**src/rtl/nbc_pkg.sv**
```systemverilog
package nbc_pkg;
  localparam int PIX_W  = 8;
  localparam int NPIX   = 9;
  localparam int CENTRE = 4;
  localparam int NBR    = NPIX - 1;
  localparam int SUM_W  = PIX_W + $clog2(NBR);
  localparam int CNT_W  = $clog2(NBR + 1);
  localparam int WIN_W  = NPIX * PIX_W;
  localparam int SHIFT  = $clog2(NBR);
  localparam int LAT    = SUM_W + 1;

  typedef enum logic {ST_IDLE, ST_RUN} nbc_state_e;
endpackage

```
**src/rtl/nbc_split.sv**
```systemverilog
module nbc_split
  import nbc_pkg::*;
(
  input  logic [WIN_W-1:0] win,
  output logic [SUM_W-1:0] sum_all,
  output logic [SUM_W-1:0] sum_hi,
  output logic [SUM_W-1:0] sum_lo,
  output logic [CNT_W-1:0] cnt_hi,
  output logic [CNT_W-1:0] cnt_lo
);
  logic [PIX_W-1:0] ctr;
  logic [PIX_W-1:0] nb   [NBR];
  logic [PIX_W-1:0] hi_t [NBR];
  logic [PIX_W-1:0] lo_t [NBR];
  logic [NBR-1:0]   flag;

  assign ctr = win[CENTRE*PIX_W +: PIX_W];

  for (genvar j = 0; j < NBR; j++) begin : g_nb
    localparam int IDX = (j < CENTRE) ? j : j + 1;
    assign nb[j]   = win[IDX*PIX_W +: PIX_W];
    assign flag[j] = (nb[j] >= ctr);
    assign hi_t[j] = flag[j] ? nb[j] : '0;
    assign lo_t[j] = flag[j] ? '0 : nb[j];
  end

  always_comb begin
    sum_all = '0;
    sum_hi  = '0;
    sum_lo  = '0;
    cnt_hi  = '0;
    for (int j = 0; j < NBR; j++) begin
      sum_all = sum_all + SUM_W'(nb[j]);
      sum_hi  = sum_hi  + SUM_W'(hi_t[j]);
      sum_lo  = sum_lo  + SUM_W'(lo_t[j]);
      cnt_hi  = cnt_hi  + CNT_W'(flag[j]);
    end
    cnt_lo = CNT_W'(NBR) - cnt_hi;
  end
endmodule

```
**src/rtl/nbc_div.sv**
```systemverilog
module nbc_div #(
  parameter int DVD_W = 11,
  parameter int DVS_W = 4,
  parameter int Q_W   = 8
) (
  input  logic             clk,
  input  logic             rst_n,
  input  logic             load,
  input  logic [DVD_W-1:0] dividend,
  input  logic [DVS_W-1:0] divisor,
  output logic             done_o,
  output logic             dz_o,
  output logic [Q_W-1:0]   quot_o
);
  localparam int CW = $clog2(DVD_W + 1);

  logic [DVS_W:0]   rem_q, rem_n;
  logic [DVD_W-1:0] dq_q, dq_n;
  logic [DVS_W-1:0] dvs_q, dvs_n;
  logic [CW-1:0]    cnt_q, cnt_n;
  logic             run_q, run_n, done_q, done_n, dz_q, dz_n;
  logic [DVS_W+1:0] shifted, trial;
  logic             ge;

  always_comb begin
    shifted = {rem_q, dq_q[DVD_W-1]};
    trial   = shifted - {2'b00, dvs_q};
    ge      = ~trial[DVS_W+1];
    rem_n   = rem_q;
    dq_n    = dq_q;
    dvs_n   = dvs_q;
    cnt_n   = cnt_q;
    run_n   = run_q;
    dz_n    = dz_q;
    done_n  = 1'b0;
    if (load) begin
      rem_n = '0;
      dq_n  = dividend;
      dvs_n = divisor;
      cnt_n = CW'(DVD_W);
      run_n = 1'b1;
      dz_n  = (divisor == '0);
    end else if (run_q) begin
      rem_n = ge ? trial[DVS_W:0] : shifted[DVS_W:0];
      dq_n  = {dq_q[DVD_W-2:0], ge};
      cnt_n = cnt_q - CW'(1);
      if (cnt_q == CW'(1)) begin
        run_n  = 1'b0;
        done_n = 1'b1;
      end
    end
  end

  always_ff @(posedge clk or negedge rst_n) begin
    if (!rst_n) begin
      rem_q  <= '0;
      dq_q   <= '0;
      dvs_q  <= '0;
      cnt_q  <= '0;
      run_q  <= 1'b0;
      done_q <= 1'b0;
      dz_q   <= 1'b0;
    end else begin
      rem_q  <= rem_n;
      dq_q   <= dq_n;
      dvs_q  <= dvs_n;
      cnt_q  <= cnt_n;
      run_q  <= run_n;
      done_q <= done_n;
      dz_q   <= dz_n;
    end
  end

  assign done_o = done_q;
  assign dz_o   = dz_q;
  assign quot_o = dq_q[Q_W-1:0];
endmodule

```
**src/rtl/nbhd_texture_calc.sv**
```systemverilog
module nbhd_texture_calc
  import nbc_pkg::*;
(
  input  logic             clk,
  input  logic             rst_n,
  input  logic             start_i,
  input  logic [WIN_W-1:0] win_i,
  output logic             busy_o,
  output logic             done_o,
  output logic [PIX_W-1:0] bright_o,
  output logic [PIX_W-1:0] contrast_o
);
  logic rst_meta_q, rst_sync_n;

  always_ff @(posedge clk or negedge rst_n) begin
    if (!rst_n) begin
      rst_meta_q <= 1'b0;
      rst_sync_n <= 1'b0;
    end else begin
      rst_meta_q <= 1'b1;
      rst_sync_n <= rst_meta_q;
    end
  end

  logic [SUM_W-1:0] sum_all, sum_hi, sum_lo;
  logic [CNT_W-1:0] cnt_hi, cnt_lo;

  nbc_split u_split (
    .win(win_i), .sum_all(sum_all), .sum_hi(sum_hi), .sum_lo(sum_lo),
    .cnt_hi(cnt_hi), .cnt_lo(cnt_lo)
  );

  nbc_state_e       state_q, state_n;
  logic [PIX_W-1:0] ctr_q, ctr_n, pend_q, pend_n;
  logic [PIX_W-1:0] bright_q, bright_n, contr_q, contr_n;
  logic             done_q, done_n, accept, finish;
  logic             div_hi_done, div_lo_done, hi_dz, lo_dz;
  logic [PIX_W-1:0] hi_quot, lo_quot, avg_hi, avg_lo;

  assign accept = start_i && (state_q == ST_IDLE);

  nbc_div #(.DVD_W(SUM_W), .DVS_W(CNT_W), .Q_W(PIX_W)) u_div_hi (
    .clk(clk), .rst_n(rst_sync_n), .load(accept), .dividend(sum_hi),
    .divisor(cnt_hi), .done_o(div_hi_done), .dz_o(hi_dz), .quot_o(hi_quot)
  );

  nbc_div #(.DVD_W(SUM_W), .DVS_W(CNT_W), .Q_W(PIX_W)) u_div_lo (
    .clk(clk), .rst_n(rst_sync_n), .load(accept), .dividend(sum_lo),
    .divisor(cnt_lo), .done_o(div_lo_done), .dz_o(lo_dz), .quot_o(lo_quot)
  );

  assign finish = div_hi_done && div_lo_done;
  assign avg_hi = hi_dz ? ctr_q : hi_quot;
  assign avg_lo = lo_dz ? ctr_q : lo_quot;

  always_comb begin
    state_n  = state_q;
    ctr_n    = ctr_q;
    pend_n   = pend_q;
    bright_n = bright_q;
    contr_n  = contr_q;
    done_n   = 1'b0;
    if (accept) begin
      state_n = ST_RUN;
      ctr_n   = win_i[CENTRE*PIX_W +: PIX_W];
      pend_n  = sum_all[SHIFT +: PIX_W];
    end else if ((state_q == ST_RUN) && finish) begin
      state_n  = ST_IDLE;
      bright_n = pend_q;
      contr_n  = avg_hi - avg_lo;
      done_n   = 1'b1;
    end
  end

  always_ff @(posedge clk or negedge rst_sync_n) begin
    if (!rst_sync_n) begin
      state_q  <= ST_IDLE;
      ctr_q    <= '0;
      pend_q   <= '0;
      bright_q <= '0;
      contr_q  <= '0;
      done_q   <= 1'b0;
    end else begin
      state_q  <= state_n;
      ctr_q    <= ctr_n;
      pend_q   <= pend_n;
      bright_q <= bright_n;
      contr_q  <= contr_n;
      done_q   <= done_n;
    end
  end

  assign busy_o     = (state_q == ST_RUN);
  assign done_o     = done_q;
  assign bright_o   = bright_q;
  assign contrast_o = contr_q;
endmodule

```
**config.mk**
```make
export PLATFORM = sky130hd
export DESIGN_NAME = nbhd_texture_calc
export DESIGN_NICKNAME = d
export VERILOG_FILES = /design/src/rtl/nbc_pkg.sv /design/src/rtl/nbc_split.sv /design/src/rtl/nbc_div.sv /design/src/rtl/nbhd_texture_calc.sv
export SDC_FILE = /design/constraint.sdc
export NUM_CORES = 1
export LEC_CHECK = 0
export ABC_AREA = 1
export BUFFER_PORTS_ARGS = -buffer_cell sky130_fd_sc_hd__buf_2
export CELL_PAD_IN_SITES_DETAIL_PLACEMENT = 2
export CELL_PAD_IN_SITES_GLOBAL_PLACEMENT = 2
export CORE_UTILIZATION = 28
export DETAILED_ROUTE_END_ITERATION = 12
export MAX_ROUTING_LAYER = met4
export PLACE_DENSITY = 0.74
export SETUP_SLACK_MARGIN = 0.5
export SYNTH_ARGS = -nofsm -noshare
export SYNTH_HDL_FRONTEND = slang
export SYNTH_HIERARCHICAL = 1
export SYNTH_SLANG_ARGS = --single-unit
export TNS_END_PERCENT = 50
```
**constraint.sdc**
```tcl
create_clock -name clk -period 4.7 [get_ports clk]
set_clock_uncertainty 0.15 [all_clocks]
set_input_delay 0.94 -clock clk [delete_from_list [all_inputs] [get_ports clk]]
set_output_delay 0.94 -clock clk [all_outputs]
set_load 0.1 [all_outputs]
```
-- Yosys cells after proc, flatten, opt, wreduce, memory -nomap -nowiden
Cells that the tools add are included.
- output and inout port bits: 18
- flip-flop bits (word level): 90
- input bits: 75
- word-level logic and storage cells: 127
- bitwise gates (word level): 4
- add/sub/neg operators: 34
- reduce and logical (&&, ||, !) cells: 9
- magnitude comparators: 8
- equal/unequal tests: 2
- mux-type cells: 48
- operators by type and width (cell ; number):
    $add A11 B8 Y11 ; 18
    $mux W8 ; 18
    $ge A8 B8 Y1 ; 8
    $mux W11 ; 4
    $mux W5 ; 6
    $add A8 B8 Y9 ; 3
    $add A4 B1 Y4 ; 6
    $mux W1 ; 16
    $mux W4 ; 4
    $sub A6 B4 Y6 ; 2
    $eq A4 B1 Y1 const B ; 2
    $logic_not A4 Y1 ; 2
    $sub A4 B1 Y4 const B ; 2
    $sub A8 B8 Y8 ; 1
    $reduce_bool A2 Y1 ; 3
    $not A1 Y1 ; 4
    $sub A4 B4 Y4 const A ; 1
    $logic_and A1 B1 Y1 ; 3
    $add A1 B1 Y2 ; 1
    $reduce_and A2 Y1 ; 1

-- Logic depth before layout (Yosys ltp)
- depth in word-level cells: 10
- gate-level depth with buffers: 30
- mapped depth without buffers: 29

-- By module
The synthesis kept the hierarchy.
- modules (own cells, without submodules) (module ; cells an instance ; area an instance (sq um) ; times used ; sequential area each (sq um)):
    nbc_split ; 887 ; 6982.9 ; 1 ; 0.0
    nbc_div ; 177 ; 1537.7 ; 2 ; 675.6
    nbhd_texture_calc ; 235 ; 1874.3 ; 1 ; 900.9

-- Worst setup path before layout
Ideal clock, no wire load.
- path kind: in2reg
- from: in win_i[39]
- to: reg u_div_lo.dq_q[8]
- buffers on the path: 1
- cell stages on the path: 25
- required time: 4.420 ns
- setup slack: -0.917 ns
- setup time: 0.130 ns
- data arrival time: 5.336 ns
- cell sequence: inv_1 ha_1 nand2_1 inv_1 nor2_1 o21a_1 buf_4 nand2_2 nor2_1 fa_1 fa_1 fa_1 inv_1 fa_1 inv_1 ha_1 fa_1 nand3_1 nand2_1 a21oi_1 inv_1 nand2_1 nand2_1 nand2_1 o211ai_1
- longest elaborated chain between the ends: 10
- elaborated cells on any way between the ends: 24
- those cells by class: add/sub (7); order compare (8); mux (9)
- ends and longest elaborated chain (what ; RTL line ; RTL):
    from (decl) ; nbhd_texture_calc.sv:7 ; input logic [WIN_W-1:0] win_i,
    $ge A8 B8 Y1 ; nbc_split.sv:22 ; assign flag[j] = (nb[j] >= ctr);
    $mux W8 ; nbc_split.sv:24 ; assign lo_t[j] = flag[j] ? '0 : nb[j];
    $add A8 B8 Y9 ; nbc_split.sv:35 ; sum_lo = sum_lo + SUM_W'(lo_t[j]);
    $add A11 B8 Y11 (5 in a row) ; nbc_split.sv:35 ;
    $add A11 B8 Y11 (*) ; nbc_split.sv:35 ;
    named net sum_lo[8] ; nbhd_texture_calc.sv:25 ; logic [SUM_W-1:0] sum_all, sum_hi, sum_lo;
    $mux W11 (*) ; nbc_div.sv:36 ; if (load) begin
    to (signal assigned) ; nbc_div.sv:65 ; dq_q <= dq_n;
    to (decl) ; nbc_div.sv:18 ; logic [DVD_W-1:0] dq_q, dq_n;
Mark *: on every way through the listed nets, which the timed path passes. The rest lies on a longest branch.
A chain may end at the register's enable or synchronous reset.

-- Worst setup path after layout
- from: in win_i[35]
- to: reg u_div_hi.dq_q[8]
- longest elaborated chain between the ends: 10
- elaborated cells on any way between the ends: 24
- those cells by class: add/sub (7); order compare (8); mux (9)
- ends and longest elaborated chain (what ; RTL line ; RTL):
    $ge A8 B8 Y1 ; nbc_split.sv:22 ;
    $mux W8 ; nbc_split.sv:23 ; assign hi_t[j] = flag[j] ? nb[j] : '0;
    $add A8 B8 Y9 ; nbc_split.sv:34 ; sum_hi = sum_hi + SUM_W'(hi_t[j]);
    $add A11 B8 Y11 (5 in a row) ; nbc_split.sv:34 ;
    $add A11 B8 Y11 (*) ; nbc_split.sv:34 ;
    named net sum_hi[8] ; nbhd_texture_calc.sv:25 ;
    $mux W11 (*) ; nbc_div.sv:36 ;
    to (signal assigned) ; nbc_div.sv:65 ;
    to (decl) ; nbc_div.sv:18 ;
Marked as above.

==> flow_summary.yaml <==
outcome:
  status: "finished, violations left"
  violations: "negative setup slack"
cts:
  clk_latency_ns: 0.36
  path_clk_slew_ns: 0.07
  ctsHoldBuffers: 0
  numCtsBuffers: 9
  cts_tree: "built"
  cts.sinks: 90
  cts_max_path_buffers: 2
  cts_root_buf: "clkbuf_16"
  cts.htree.levels: 3
placed_design:
  dp_cells: 2245
  pre_cts_ws_ns: -1.493
  place_congestion: 0.9474
  port_buffers: 92
  dp_hpwl_um: 39490
route:
  vias: 12070
  postRouteAntennaNets: 0
  drt-initial-drc-count: 642
  drc: 0
  firstDrtPassIters: 5
  vias_per_cell: 5.171
  wl_um: 67400
  wl_per_cell_um: 28.88
global_routing:
  track_usage_pct: 28.41
  grt_max_degree: 60
  gr-total-overflow: 0
  grt_pass1_vias: 14120
  grt_pass1_wl_um: 88720
  antenna_found_initial: 1
logic_synthesis:
  synth_common_cells: "336 x nand2_1, 322 x inv_1, 148 x fa_1, 120 x ha_1, 93 x a21oi_1"
  yosysUniqueCellTypes: 43
  synth_edf_count: 0
  synth.net_count: 1819
  yosysTopAreaCellShare_pct: 24.83
  synth_flop_cell: "dfrtp_1"
  seq_area_frac_synth_pct: 18.87
  synth-warning-count: 6
  yosysMostFrequentCell: "nand2_1"
  async_reset_ff_share_pct: 100.0
  syn_avg_cell_area_um2: 8.084
  syn_inst: 1476
  ys_seq_elements: 90
  synth.cell_area_um2: 11930
  yosysTopAreaCell: "fa_1"
  synth.area.top_cells: "fa_1 25%, dfrtp_1 19%, ha_1 13%"
power_and_ir_drop:
  p_seq_share_pct: 10.1
  power.total_mw: 12.89
  power_density_nw_per_um2: 758.8
  swShare_pct: 54.55
  internal-power_mw: 5.860
  p_sw_mw: 7.034
  combPwrFrac_pct: 84.3
  clkPwrFrac_pct: 5.7
  peakVddDrop_mv: 0.4404
  leakage_nw: 8.537
sta:
  clock.fmax_mhz: 163.6
  whs_ns: 0.2109
  fin_ws_ns: -1.411
  rsz0062_at_grt: "yes"
  fin_crit_ns: 6.111
  slew_headroom_pct: 46.03
  maxSlewViolCount: 0
  min_period_over_period_pct: 130.0
  setup_viol: 30
  tns_ns: -26.42
  worst-slew-pin-transition_ns: 0.8095
  hold_viol_final: 0
setup_path:
  cpPeakStageDelay_ns: 0.56
  crit_arrival_ns: 6.18
  slowest_stage: "fa_1"
  rr_worst_depth: 11
  rr_startpoint: "u_div_lo/dz_o$_DFFE_PN0P_"
  crit_required_ns: 4.77
  r2r-end: "contrast_o[6]$_DFFE_PN0P_"
  crit_path_frequent_cell: "nand2_1"
  cp_max_fo: 6
  path_class: "input port to flip-flop"
  startpoint_type: "input port"
  end_kind: "flip-flop"
  ff2ff_setup_slack_ns: 2.14
floorplan:
  io_pins: 93
  die_width_um: 208.4
  die_y_um: 208.4
  rows: 75
  die_area_um2: 43450
  start_util_pct: 28.45
  core_um2: 41950
cells_and_area:
  drive_above_1_share_pct: 41.72
  final_cells: 2334
  fillCellCount: 4612
  regArea_um2: 2256
  fin_nets: 2131
  area_growth_pct: 42.40
  multi_input_area_um2: 9753
run:
  maxCapViolCount: 0
min_path:
  hold_class: "input port to async pin"
timing repair:
action                     4_1_cts  5_1_grt
setup endpoints to repair       38       38
resized for setup              241      144
setup buffers                   43       27
cloned                           1        0
pin swaps                      126      111
logic make-up (layout without fill, tap and decap cells):
kind of cell / after synthesis / after routing / synth area share (%)
simple gates: 549 / 549 / 20.72
fa+ha+maj: 268 / 268 / 37.41
buf+inv: 377 / 694 / 13.33
other cells: 1 / 3 / 0.03143
compound gates: 170 / 170 / 8.053
xor+xnor: 17 / 17 / 1.248
mux: 4 / 4 / 0.3355
flops: 90 / 90 / 18.87
placed cells by master, fill, tap and decap left out, types with 39 or more instances in the layout:
master	count
nand2_1	276
inv_1	261
buf_4	198
fa_1	108
dfrtp_1	89
buf_2	82
ha_1	75
inv_2	70
nand3_1	56
nand2_2	55
a21oi_1	44
ha_4	43
fa_2	40
buf_6	39
power groups by stage:
stage          sequential, mW  combinational (mW)  clock, mW
2_1_floorplan            1.31                5.15          0
3_3_place_gp             1.28                7.44          0
3_5_place_dp             1.30                8.00          0
4_1_cts                  1.29                8.88      0.739
5_1_grt                  1.33                11.5      0.783
6_report                 1.30                10.9      0.730
metal layers:
layer | global-route usage (%) | vias to the layer above | part of all wire, %
li1 | - | 5134 | -
met1 | 29.69 | 6120 | 36
met2 | 50.04 | 504 | 49
met3 | 3.260 | 311 | 5.6
met4 | 19.59 | 0 | 9.6
met5 | - | - | 0
cell type report:
cell class,count,share of cell area [%]
antenna,2,0.02945
inverter,340,7.709
clock inverter,3,0.2356
sequential,90,13.28
tap,539,3.969
clock buffer,13,1.414
multi-input combinational,1009,57.40
timing repair buffer,338,15.97
worst max-delay path: cells and delay by family:
family | cells | cell delay (ns)
buffers and inverters | 11 | 1.16
AOI/OAI and AO/OA | 3 | 0.52
and+or+nand+nor | 9 | 0.85
adders and majority gates | 7 | 2.71
sequential cells by signal (all words and copies together) (netlist names), 4 cells and up:
name	flops
u_div_lo/cnt_q	4
bright_o	8
pend_q	8
ctr_q	8
u_div_hi/dvs_q	4
u_div_lo/rem_q	5
u_div_hi/dq_q	11
contrast_o	8
u_div_lo/dvs_q	4
u_div_hi/rem_q	5
u_div_hi/cnt_q	4
u_div_lo/dq_q	11
how the worst max path moves through the flow:
stage                     slack, ns       from                       endpoint  cells past startpoint
after CTS                     -0.78  win_i[35]   u_div_hi/dq_q[8]$_DFFE_PN0P_                     27
final                         -1.41  win_i[35]   u_div_hi/dq_q[8]$_DFFE_PN0P_                     30
after detailed placement      -1.49  win_i[35]   u_div_lo/dq_q[8]$_DFFE_PN0P_                     26
after global placement        -1.26  win_i[38]  u_div_lo/dq_q[10]$_DFFE_PN0P_                     21
after global routing          -1.48  win_i[35]   u_div_hi/dq_q[8]$_DFFE_PN0P_                     30
after floorplan               -0.80  win_i[39]   u_div_lo/dq_q[8]$_DFFE_PN0P_                     23
metrics by stage:
stage	utilization (%)	area (um^2)
5_1_grt	40.50	16990
4_1_cts	38.58	16180
3_5_place_dp	34.79	14590
6_report	40.51	16990
2_1_floorplan	-	12360
3_3_place_gp	34.79	14590
Power figures use the tool's default switching activity.
